--- src/rtl/irqhub_pkg.sv ---
package irqhub_pkg;
   // source order inside a channel nibble
   localparam int SRC_PER_CH = 4;
   localparam int SRC_TX     = 0;
   localparam int SRC_RX     = 1;
   localparam int SRC_BRK    = 2;
   localparam int SRC_INP    = 3;

   // register offsets; channel views follow at BASE + 2*c (status), +1 (mask)
   localparam int OFS_CHG     = 0;
   localparam int OFS_AUX     = 1;
   localparam int OFS_ISR     = 2;
   localparam int OFS_IMR     = 3;
   localparam int OFS_CH_BASE = 4;
endpackage

--- src/rtl/chg_detect.sv ---
module chg_detect #(
   parameter int NUM_PINS    = 4,
   parameter int SYNC_STAGES = 2
) (
   input  logic                clk,
   input  logic                rst_n,
   input  logic [NUM_PINS-1:0] pin_async,
   input  logic [NUM_PINS-1:0] en,
   input  logic                clr,
   output logic [NUM_PINS-1:0] level,
   output logic [NUM_PINS-1:0] flags,
   output logic [NUM_PINS-1:0] edge_hit
);
   if (SYNC_STAGES < 2) begin : g_bad_sync
      $error("chg_detect: SYNC_STAGES must be at least 2");
   end

   for (genvar i = 0; i < NUM_PINS; i++) begin : g_pin
      logic [SYNC_STAGES-1:0] sh;
      logic                   prev;
      logic                   flag_q;

      always_ff @(posedge clk or negedge rst_n) begin
         if (!rst_n) begin
            sh     <= '0;
            prev   <= 1'b0;
            flag_q <= 1'b0;
         end else begin
            sh     <= {sh[SYNC_STAGES-2:0], pin_async[i]};
            prev   <= sh[SYNC_STAGES-1];
            // a new edge wins over a clearing read in the same cycle
            flag_q <= (flag_q & ~clr) | (edge_hit[i] & en[i]);
         end
      end

      assign level[i]    = sh[SYNC_STAGES-1];
      assign edge_hit[i] = sh[SYNC_STAGES-1] ^ prev;
      assign flags[i]    = flag_q;
   end
endmodule

--- src/rtl/irq_merge.sv ---
module irq_merge
   import irqhub_pkg::*;
#(
   parameter int NUM_PINS = 4,
   parameter int NUM_CH   = 2,
   localparam int PPC     = NUM_PINS / NUM_CH,
   localparam int MW      = NUM_CH * SRC_PER_CH
) (
   input  logic [NUM_CH-1:0]   tx_req,
   input  logic [NUM_CH-1:0]   rx_req,
   input  logic [NUM_CH-1:0]   brk_req,
   input  logic [NUM_PINS-1:0] flags,
   input  logic [NUM_PINS-1:0] en,
   input  logic [MW-1:0]       mask,
   output logic [MW-1:0]       status,
   output logic [NUM_CH-1:0]   irq_chan
);
   for (genvar c = 0; c < NUM_CH; c++) begin : g_ch
      logic inp;
      assign inp = |(flags[c*PPC +: PPC] & en[c*PPC +: PPC]);

      assign status[c*SRC_PER_CH + SRC_TX]  = tx_req[c];
      assign status[c*SRC_PER_CH + SRC_RX]  = rx_req[c];
      assign status[c*SRC_PER_CH + SRC_BRK] = brk_req[c];
      assign status[c*SRC_PER_CH + SRC_INP] = inp;

      assign irq_chan[c] = |(status[c*SRC_PER_CH +: SRC_PER_CH] &
                             mask[c*SRC_PER_CH +: SRC_PER_CH]);
   end
endmodule

--- src/rtl/irq_regs.sv ---
module irq_regs
   import irqhub_pkg::*;
#(
   parameter int NUM_PINS = 4,
   parameter int NUM_CH   = 2,
   parameter int DW       = 8,
   parameter int AW       = 3,
   localparam int MW      = NUM_CH * SRC_PER_CH
) (
   input  logic                clk,
   input  logic                rst_n,
   input  logic                wr,
   input  logic                rd,
   input  logic [AW-1:0]       addr,
   input  logic [DW-1:0]       wdata,
   input  logic [NUM_PINS-1:0] level,
   input  logic [NUM_PINS-1:0] flags,
   input  logic [MW-1:0]       status,
   output logic [DW-1:0]       rdata,
   output logic [NUM_PINS-1:0] aux_en,
   output logic [MW-1:0]       mask,
   output logic                chg_clr
);
   logic [MW-1:0] mask_d;

   assign chg_clr = rd && (addr == AW'(OFS_CHG));

   always_comb begin
      mask_d = mask;
      if (wr) begin
         if (addr == AW'(OFS_IMR)) mask_d = wdata[MW-1:0];
         for (int c = 0; c < NUM_CH; c++) begin
            if (addr == AW'(OFS_CH_BASE + 2*c + 1))
               mask_d[c*SRC_PER_CH +: SRC_PER_CH] = wdata[SRC_PER_CH-1:0];
         end
      end
   end

   always_ff @(posedge clk or negedge rst_n) begin
      if (!rst_n) begin
         aux_en <= '0;
         mask   <= '0;
      end else begin
         if (wr && addr == AW'(OFS_AUX)) aux_en <= wdata[NUM_PINS-1:0];
         mask <= mask_d;
      end
   end

   always_comb begin
      rdata = '0;
      if (addr == AW'(OFS_CHG)) rdata[2*NUM_PINS-1:0] = {flags, level};
      if (addr == AW'(OFS_AUX)) rdata[NUM_PINS-1:0]   = aux_en;
      if (addr == AW'(OFS_ISR)) rdata[MW-1:0]         = status;
      if (addr == AW'(OFS_IMR)) rdata[MW-1:0]         = mask;
      for (int c = 0; c < NUM_CH; c++) begin
         if (addr == AW'(OFS_CH_BASE + 2*c))
            rdata[SRC_PER_CH-1:0] = status[c*SRC_PER_CH +: SRC_PER_CH];
         if (addr == AW'(OFS_CH_BASE + 2*c + 1))
            rdata[SRC_PER_CH-1:0] = mask[c*SRC_PER_CH +: SRC_PER_CH];
      end
   end
endmodule

--- src/rtl/pinchg_irq_hub.sv ---
module pinchg_irq_hub
   import irqhub_pkg::*;
#(
   parameter int NUM_PINS    = 4,
   parameter int NUM_CH      = 2,
   parameter int DW          = 8,
   parameter int SYNC_STAGES = 2,
   localparam int AW         = $clog2(OFS_CH_BASE + 2*NUM_CH)
) (
   input  logic                clk,
   input  logic                rst_n,
   input  logic [NUM_PINS-1:0] pin_async,
   input  logic [NUM_CH-1:0]   uart_tx_req,
   input  logic [NUM_CH-1:0]   uart_rx_req,
   input  logic [NUM_CH-1:0]   uart_brk_req,
   input  logic                reg_wr,
   input  logic                reg_rd,
   input  logic [AW-1:0]       reg_addr,
   input  logic [DW-1:0]       reg_wdata,
   output logic [DW-1:0]       reg_rdata,
   output logic [NUM_CH-1:0]   irq_chan,
   output logic                irq_any
);
   localparam int MW = NUM_CH * SRC_PER_CH;

   if (NUM_PINS % NUM_CH != 0) begin : g_bad_split
      $error("pinchg_irq_hub: pins must split evenly over channels");
   end
   if (DW < 2*NUM_PINS || DW < MW) begin : g_bad_dw
      $error("pinchg_irq_hub: DW too narrow for packed registers");
   end

   logic [NUM_PINS-1:0] level, chg_flags, edge_hit, aux_en;
   logic [MW-1:0]       status, mask_q;
   logic                chg_clr;

   chg_detect #(.NUM_PINS(NUM_PINS), .SYNC_STAGES(SYNC_STAGES)) u_det (
      .clk(clk), .rst_n(rst_n), .pin_async(pin_async), .en(aux_en),
      .clr(chg_clr), .level(level), .flags(chg_flags), .edge_hit(edge_hit)
   );

   irq_merge #(.NUM_PINS(NUM_PINS), .NUM_CH(NUM_CH)) u_merge (
      .tx_req(uart_tx_req), .rx_req(uart_rx_req), .brk_req(uart_brk_req),
      .flags(chg_flags), .en(aux_en), .mask(mask_q),
      .status(status), .irq_chan(irq_chan)
   );

   irq_regs #(.NUM_PINS(NUM_PINS), .NUM_CH(NUM_CH), .DW(DW), .AW(AW)) u_regs (
      .clk(clk), .rst_n(rst_n), .wr(reg_wr), .rd(reg_rd), .addr(reg_addr),
      .wdata(reg_wdata), .level(level), .flags(chg_flags), .status(status),
      .rdata(reg_rdata), .aux_en(aux_en), .mask(mask_q), .chg_clr(chg_clr)
   );

   assign irq_any = |irq_chan;
endmodule

--- config.mk ---
export PLATFORM = sky130hd
export DESIGN_NAME = pinchg_irq_hub
export DESIGN_NICKNAME = d
export VERILOG_FILES = /design/src/rtl/irqhub_pkg.sv /design/src/rtl/chg_detect.sv /design/src/rtl/irq_merge.sv /design/src/rtl/irq_regs.sv /design/src/rtl/pinchg_irq_hub.sv
export SDC_FILE = /design/constraint.sdc
export NUM_CORES = 1
export LEC_CHECK = 0
export CAP_MARGIN = 40
export CORE_UTILIZATION = 36
export CTS_CLUSTER_SIZE = 25
export DETAILED_ROUTE_END_ITERATION = 8
export GPL_TIMING_DRIVEN = 0
export PLACE_DENSITY = 0.65
export SKIP_CTS_REPAIR_TIMING = 1
export SLEW_MARGIN = 20
export SYNTH_ARGS = -nofsm -noshare
export SYNTH_HDL_FRONTEND = slang
export SYNTH_SLANG_ARGS = --single-unit
--- constraint.sdc ---
create_clock -name clk -period 4.4 [get_ports clk]
set_input_delay 1.32 -clock clk [delete_from_list [all_inputs] [get_ports clk]]
set_output_delay 1.32 -clock clk [all_outputs]
set_load 0.02 [all_outputs]
== Word level (Yosys, flattened, before mapping) ==
Index checks and enable logic that the tools add are counted.
Storage, ports and cells
  register bits: 28
  input port bits: 25
  output and inout port bits: 11
  logic and storage cells: 66
Cells by class
  equality and inequality tests: 7
  mux-type cells: 11
  bitwise logic cells: 21
  reduce and logical (&&, ||, !) cells: 12
Operator list (count)
  two-way mux 8 bit: 4
  two-way mux 4 bit: 7
  equality test 3 bit (second input constant): 4
  bitwise AND 1 bit: 8
  bitwise AND 4 bit: 2
  OR reduction 4 bit: 2
  OR reduction 8 bit: 1
  equality test 3 x 2 -> 1 bit (second input constant): 2
  bitwise AND 2 bit: 2
  bitwise OR 1 bit: 4
  AND reduction 2 bit: 2
  nonzero test 2 bit: 2
  OR reduction 2 bit: 2
  XOR 1 bit: 4
  equality test 3 x 1 -> 1 bit (second input constant): 1
  logical NOT 3 bit: 1
  logical AND 1 bit: 2
  NOT 1 bit: 1

== Depth between registers and ports, before layout ==
Gate-level depths: netlist (run 1).
  depth in word-level cells: 9
  gate-level depth with buffers: 6
  mapped depth without buffers: 3

== Hierarchy ==
From an unflattened synthesis (run 1), not the netlist that was laid out.
Unflattened totals
  cells, all modules: 128
  area, all modules: 1438.9 sq um
Modules (own cells, without submodules)
  irq_regs: times used 1, cells each 80, area each 783.3 sq um, sequential area each 300.3 sq um
  chg_detect: times used 1, cells each 33, area each 534.3 sq um, sequential area each 400.4 sq um
  irq_merge: times used 1, cells each 14, area each 115.1 sq um, sequential area each 0.0 sq um
  pinchg_irq_hub: times used 1, cells each 1, area each 6.3 sq um, sequential area each 0.0 sq um

== Least setup slack after synthesis (run 1) ==
Ideal clock, no wire load.
  path type: in2out
  start point: in reg_addr[0]
  end point: out reg_rdata[0]
  arrival: 2.489 ns
  required time: 3.080 ns
  setup slack: 0.591 ns
  stages: 5
  path buffers: 2
  cells stage by stage: buf_4 -> buf_2 -> nand3_1 -> o32ai_1 -> a211oi_1
On the way
  cells in the longest elaborated chain, start to end: 9
  elaborated cells on any way between the ends: 16
  those cells by class: eq/ne (7); mux (8); reduce/logical (1)
Ends and longest elaborated chain
  start, declared: RTL line pinchg_irq_hub.sv:18  | input logic [AW-1:0] reg_addr,
  logical NOT 3 bit: RTL line irq_regs.sv:51  | if (addr == AW'(OFS_CHG)) rdata[2*NUM_PINS-1:0] = {flags, level};
  two-way mux 8 bit: RTL line irq_regs.sv:51
  two-way mux 4 bit: RTL line irq_regs.sv:52  | if (addr == AW'(OFS_AUX)) rdata[NUM_PINS-1:0] = aux_en;
  two-way mux 8 bit: RTL line irq_regs.sv:53  | if (addr == AW'(OFS_ISR)) rdata[MW-1:0] = status;
  two-way mux 8 bit: RTL line irq_regs.sv:54  | if (addr == AW'(OFS_IMR)) rdata[MW-1:0] = mask;
  two-way mux 4 bit: RTL line irq_regs.sv:56  | if (addr == AW'(OFS_CH_BASE + 2*c))
  two-way mux 4 bit: RTL line irq_regs.sv:58  | if (addr == AW'(OFS_CH_BASE + 2*c + 1))
  two-way mux 4 bit: RTL line irq_regs.sv:56
  two-way mux 4 bit *: RTL line irq_regs.sv:58
  end, declared: RTL line pinchg_irq_hub.sv:20  | output logic [DW-1:0] reg_rdata,
Every way passes the cells marked *; elsewhere a longest branch is shown, timed or not.

== Final worst setup path (run 1) ==
  start point: in uart_brk_req[1]
  end point: out irq_any
On the way
  cells in the longest elaborated chain, start to end: 2
Ends and longest elaborated chain
  start, declared: RTL line pinchg_irq_hub.sv:15  | input logic [NUM_CH-1:0] uart_brk_req,
  bitwise AND 4 bit: RTL line irq_merge.sv:27  | assign irq_chan[c] = |(status[c*SRC_PER_CH +: SRC_PER_CH] &
  OR reduction 8 bit: RTL line pinchg_irq_hub.sv:54  | assign irq_any = |irq_chan;
  end, declared: RTL line pinchg_irq_hub.sv:22  | output logic irq_any
Every way passes these cells.

==> impl_metrics.tcl, run 1 <==
set metrics [dict create \
    status "complete, no violations" \
    drive_above_1_share 0.199 \
    grt_pass1_vias 1140 \
    final_hold_viol_count 0 \
    gp_congestion 0.803 \
    cap_violations 0 \
    crit_buf_inv 2 \
    worst_skew_pair.late_latency_ps 270 \
    avgViaCountPerCell 5.38 \
    endpoint_kind "output port" \
    dpl.hpwl_um 2540 \
    slowest_delay_ps 570 \
    ioPinCount 36 \
    core_region_area_sq_um 3720 \
    seq_area_frac_synth 0.494 \
    period_share 0.994 \
    ys_seq_elements 28 \
    place_inst 200 \
    yosys_warnings 0 \
    final_common_cell "clkdlybuf4s50_1" \
    die-area_sq_um 4190 \
    finalSetupViolCount 0 \
    cts_tree "built" \
    grt_max_degree 29 \
    path_cells "clkdlybuf4s50_1 > a222oi_1 > a21boi_2 > nand3_1 > clkdlybuf4s50_1" \
    vdd_drop_max_mv 0.234 \
    layout.nets 182 \
    detail_route.wl_per_cell_um 16.5 \
    cp-start-kind "input pin" \
    die_x_um 64.8 \
    cp.arrival_ps 3050 \
    syn_nets 145 \
    synthDistinctLibCells 31 \
    grt_pass1_wl_um 5660 \
    grt_use_total 0.182 \
    worstMarginPinSlew_ps 632 \
    fin_ws_ps 25.9 \
    die_h_um 64.8 \
    drc 0 \
    diodes 0 \
    syn_avg_cell_area_sq_um 11.8 \
    cts_num_sinks 28 \
    total_power_w 0.000737 \
    dpl_cell_area_sq_um 1790 \
    syn_area_sq_um 1420 \
    slowest_stage "clkdlybuf4s50_1" \
    cts_made_buffers 3 \
    finalCriticalPeriod_ps 4370 \
    ant_nets 0 \
    syn_to_final_growth_pct 32.0 \
    power.density_nw_per_um2 394 \
    antenna_found_initial 0 \
    root_buffer "clkbuf_8" \
    rows 22 \
    clockBufferDepth 2 \
    wl_um 3370 \
    relSlewSlack 0.579 \
    crit_family "buffers and inverters" \
    fmaxAchievable_ghz 0.229 \
    gr-total-overflow 0 \
    pre_cts_ws_ps -81.2 \
    cp.required_ps 3080 \
    port_buffers 32 \
    fin_skew_ps 0.797 \
    initial_core_util 0.381 \
    slew_viol_final 0 \
    criticalPathCategory "input pin to output port" \
    hp-class "register to register" \
    final_cell_mix "clkdlybuf4s50_1, dfrtp_1, mux2_2" \
    finish.instance_area_sq_um 1870 \
    synthCells 120 \
    cp_max_fo 3 \
    vias 1098 \
    stdcell_count 204 \
    cts.clk_slew.worst_paths_ps 90 \
    cp_common_cell "clkdlybuf4s50_1" \
    drt-pass1-iter-count 4 \
    htree_levels 1 \
    drt_iter0_markers 69 \
    power_leakage_nw 0.791 \
]
area by class of cell:
cell class | count | area, sq um
Timing Repair Buffer | 32 | 318
Buffer | 7 | 52.6
Sequential cell | 28 | 701
Fill cell | 346 | 1850
Inverter | 3 | 11.3
Clock buffer | 3 | 41.3
Multi-Input combinational cell | 82 | 657
Tap cell | 48 | 60.1
Clock inverter | 1 | 30.0
worst reg2reg max path, delay by kind of cell (launching register included):
kind,cells,cell delay (ps)
AOI/OAI and AO/OA,1,180
xor gates and xnor gates,1,170
DFF,1,420
where the power goes:
part           total (W)  internal, W  leakage [nW]  switching (W)
Combinational   0.000208     0.000113         0.432      0.0000951
Clock           0.000202     0.000122        0.0357      0.0000797
Sequential      0.000328     0.000294         0.323      0.0000338
sequential cells by signal, indices dropped and copies added, names as in the netlist:
| name | cells |
|---|---|
| u_det.g_pin.sh | 8 |
| u_det.g_pin.flag_q | 4 |
| u_regs.aux_en | 4 |
| u_det.g_pin.prev | 4 |
| u_regs.mask | 8 |
cells by family after synthesis:
family | count (synthesis) | share of synthesized area
compound gates | 30 | 0.158
flops | 28 | 0.494
simple gates | 24 | 0.0883
mux | 23 | 0.184
buf+inv | 10 | 0.0450
xor+xnor | 5 | 0.0309
worst paths after layout:
kind,cells past startpoint,slack [ps],from,to
min in group asynchronous,1,1050,rst_n,u_det.g_pin[1].sh[1]
max in group asynchronous,1,2940,rst_n,u_regs.mask[6]
min,0,350,u_det.g_pin[0].sh[0],u_det.g_pin[0].sh[1]
min reg2reg,0,350,u_det.g_pin[0].sh[0],u_det.g_pin[0].sh[1]
max,5,30,uart_brk_req[1],irq_any
max reg2reg,2,3520,u_det.g_pin[2].sh[1],u_det.g_pin[2].flag_q
per-stage QoR:
step / util / TNS (ps) / hold WS, ps
global route: 0.503 / -40.4 / 363
floorplan: - / 0 / 331
global placement: 0.484 / -58.1 / 335
finish: 0.503 / 0 / 354
detailed placement: 0.482 / -81.7 / 335
CTS: 0.502 / -91.3 / 357
layer usage:
metal / global-route usage / wire length, um
met5: 0 / 0
met2: 0.284 / 1600
met3: 0.0282 / 115
met1: 0.245 / 1560
met4: 0.0889 / 93
cells in the mapped netlist (all sizes together):
master / n / area share
a21oi: 1 / 0.0035
nand3b: 1 / 0.0053
o21ai: 5 / 0.018
or4b: 1 / 0.0097
o211ai: 1 / 0.0053
nand2b: 1 / 0.0044
a221oi: 1 / 0.0062
and2b: 1 / 0.0053
dfrtp: 28 / 0.49
nand3: 3 / 0.011
xor2: 5 / 0.031
nand2: 8 / 0.021
mux4: 1 / 0.016
o32ai: 2 / 0.012
a211oi: 2 / 0.011
a222oi: 2 / 0.014
o21ba: 1 / 0.0071
mux2: 14 / 0.11
a22o: 6 / 0.037
a21boi: 1 / 0.0053
and2: 1 / 0.0044
buf: 7 / 0.037
nor2b: 1 / 0.0044
mux2i: 8 / 0.056
nor2: 6 / 0.016
o22ai: 4 / 0.018
nor3: 1 / 0.0071
inv: 3 / 0.0079
a22oi: 4 / 0.021
No activity file was read; power rests on OpenSTA's default activity.
==> run 2: changes to the inputs <==
--- a/config.mk
+++ b/config.mk
@@ -10,6 +10,7 @@
 export CTS_CLUSTER_SIZE = 25
 export DETAILED_ROUTE_END_ITERATION = 8
 export GPL_TIMING_DRIVEN = 0
+export HOLD_SLACK_MARGIN = 0.12
 export PLACE_DENSITY = 0.65
 export SKIP_CTS_REPAIR_TIMING = 1
 export SLEW_MARGIN = 20
==> results of run 2 <==
No change in the layout: final DEF, timing and power equal those of run 1.
==> run 3: changes to the inputs <==
--- a/config.mk
+++ b/config.mk
@@ -6,6 +6,7 @@
 export NUM_CORES = 1
 export LEC_CHECK = 0
 export CAP_MARGIN = 40
+export CORE_ASPECT_RATIO = 0.7
 export CORE_UTILIZATION = 36
 export CTS_CLUSTER_SIZE = 25
 export DETAILED_ROUTE_END_ITERATION = 8
==> constraint.sdc (replaced) <==
create_clock -name clk -period 4.61 [get_ports clk]
set_input_delay 1.383 -clock clk [delete_from_list [all_inputs] [get_ports clk]]
set_output_delay 1.383 -clock clk [all_outputs]
set_load 0.02 [all_outputs]
==> run 3 against run 2 <==
Design area down 1.7%. Global-route usage shrank 0.16 points. Combinational power shrank 5%. Hold slack worse by 0.91 ps. Total power decreased by 13%. Clock power is 36% lower. Sequential power fell by 4%. Critical path type unchanged. Largest power group unchanged.
==> impl_metrics.tcl, run 3 (synthesized netlist as in run 1, its figures left out) <==
set metrics [dict create \
    clockBufferDepth 2 \
    worstMarginPinSlew_ps 609 \
    fmaxAchievable_ghz 0.221 \
    dpl_cell_area_sq_um 1800 \
    die-area_sq_um 4200 \
    power.share.switching 0.308 \
    die_h_um 54.5 \
    grt_util_met2 0.299 \
    critical_path.reg2reg.endpoint "u_det.g_pin[2].flag_q" \
    endpoint_kind "output port" \
    gr-total-overflow 0 \
    finalSetupViolCount 0 \
    antenna_found_initial 0 \
    finish.instance_area_sq_um 1840 \
    hp-class "register to register" \
    final_hold_viol_count 0 \
    rr_worst_depth 2 \
    slew_viol_final 0 \
    cap_violations 0 \
    layout.nets 182 \
    final_cell_mix "clkdlybuf4s50_1, dfrtp_1, mux2_2" \
    cts.clk_slew.worst_paths_ps 80 \
    status "complete, no violations" \
    r2r_slack_ps 3740 \
    total_power_w 0.000644 \
    syn_to_final_growth_pct 29.7 \
    port_buffers 32 \
    period_share 0.980 \
    cts_tree "built" \
    initial_core_util 0.389 \
    root_buffer "clkbuf_8" \
    fin_util 0.504 \
    grt_use_total 0.181 \
    combPwrFrac 0.307 \
    pre_cts_ws_ps -27.7 \
    grt_max_degree 29 \
    holdPathStages 0 \
    power_leakage_nw 0.768 \
    wl_um 3520 \
    die_x_um 77 \
    htree_levels 1 \
    avgViaCountPerCell 5.35 \
    ant_nets 0 \
    p_int_w 0.000446 \
    gp_congestion 0.824 \
    pwr-share-seq 0.491 \
    criticalPathCategory "input pin to output port" \
    cts_made_buffers 3 \
    switchingPower_w 0.000198 \
    vias 1097 \
    power.density_nw_per_um2 350 \
    worst_skew_pair.late_latency_ps 270 \
    drc 0 \
    met1_usage 0.241 \
    finalCriticalPeriod_ps 4520 \
    fin_ws_ps 91.9 \
    grt_pass1_wl_um 5590 \
    cts_num_sinks 28 \
    cp.required_ps 3230 \
    hold_path_end "u_det.g_pin[1].sh[1]" \
    drt-pass1-iter-count 6 \
    reg.largest.list "u_det.g_pin.sh (8), u_regs.mask (8)" \
    clockPowerShare 0.202 \
    vdd_drop_max_mv 0.161 \
    relSlewSlack 0.594 \
    met3_usage 0.0500 \
    dpl.hpwl_um 2730 \
    ioPinCount 36 \
    final_common_cell "clkdlybuf4s50_1" \
    rows 18 \
    diodes 0 \
    cp.arrival_ps 3140 \
    rsz0062_at_grt "false" \
    drive_above_1_share 0.187 \
    min-delay-start "u_det.g_pin[1].sh[0]" \
    drt_iter0_markers 73 \
    detail_route.wl_per_cell_um 17.2 \
    cp-start-kind "input pin" \
    cp_max_fo 10 \
    core_region_area_sq_um 3650 \
    grt_busiest_layer "met2" \
    worstReg2RegStart "u_det.g_pin[2].sh[1]" \
    grt_pass1_vias 1084 \
    fin_skew_ps 12.8 \
]
-- run 3: metal layers --
layer,vias up,share of wire
li1,518,-
met4,0,0.0028
met2,47,0.45
met1,530,0.47
met3,2,0.078
met5,-,0
-- run 3: cell type report --
class | count | area [sq um]
buffer | 7 | 52.6
clock buffer | 3 | 41.3
fill | 341 | 1810
inverter | 3 | 11.3
multi-input combinational | 82 | 653
sequential | 28 | 701
tap | 50 | 62.6
timing repair buffer | 32 | 318
-- run 3: worst max-delay path: stages --
cell and delay (ps):
buf_4 150, buf_2 210, nand3_1 280, o32ai_1 150, a211oi_1 300, clkdlybuf4s50_1 660
-- run 3: worst max-delay path by stage --
stage | depth (start not counted) | from | end | slack [ps]
after CTS | 5 | uart_brk_req[1] | irq_any | -30
final | 6 | reg_addr[0] | reg_rdata[1] | 90
after floorplan | 5 | reg_addr[0] | reg_rdata[0] | 670
after global placement | 5 | uart_brk_req[1] | irq_any | 3
after detailed placement | 5 | uart_brk_req[1] | irq_any | -30
after global routing | 6 | reg_addr[0] | reg_rdata[1] | 10
-- run 3: per-stage QoR --
step	std cells	hold WS, ps	setup TNS [ps]
after CTS	205	355	-29.7
after floorplan	120	331	0
after global routing	205	361	0
final	205	353	0
after global placement	202	333	0
after detailed placement	202	335	-27.7
-- run 3: power groups by stage --
stage	clock, W	combinational (W)	sequential (W)
2_1_floorplan	0	0.000119	0.000307
3_3_place_gp	0	0.000193	0.000318
3_5_place_dp	0	0.000199	0.000320
4_1_cts	0.000135	0.000199	0.000315
5_1_grt	0.000143	0.000212	0.000320
6_report	0.000130	0.000198	0.000316
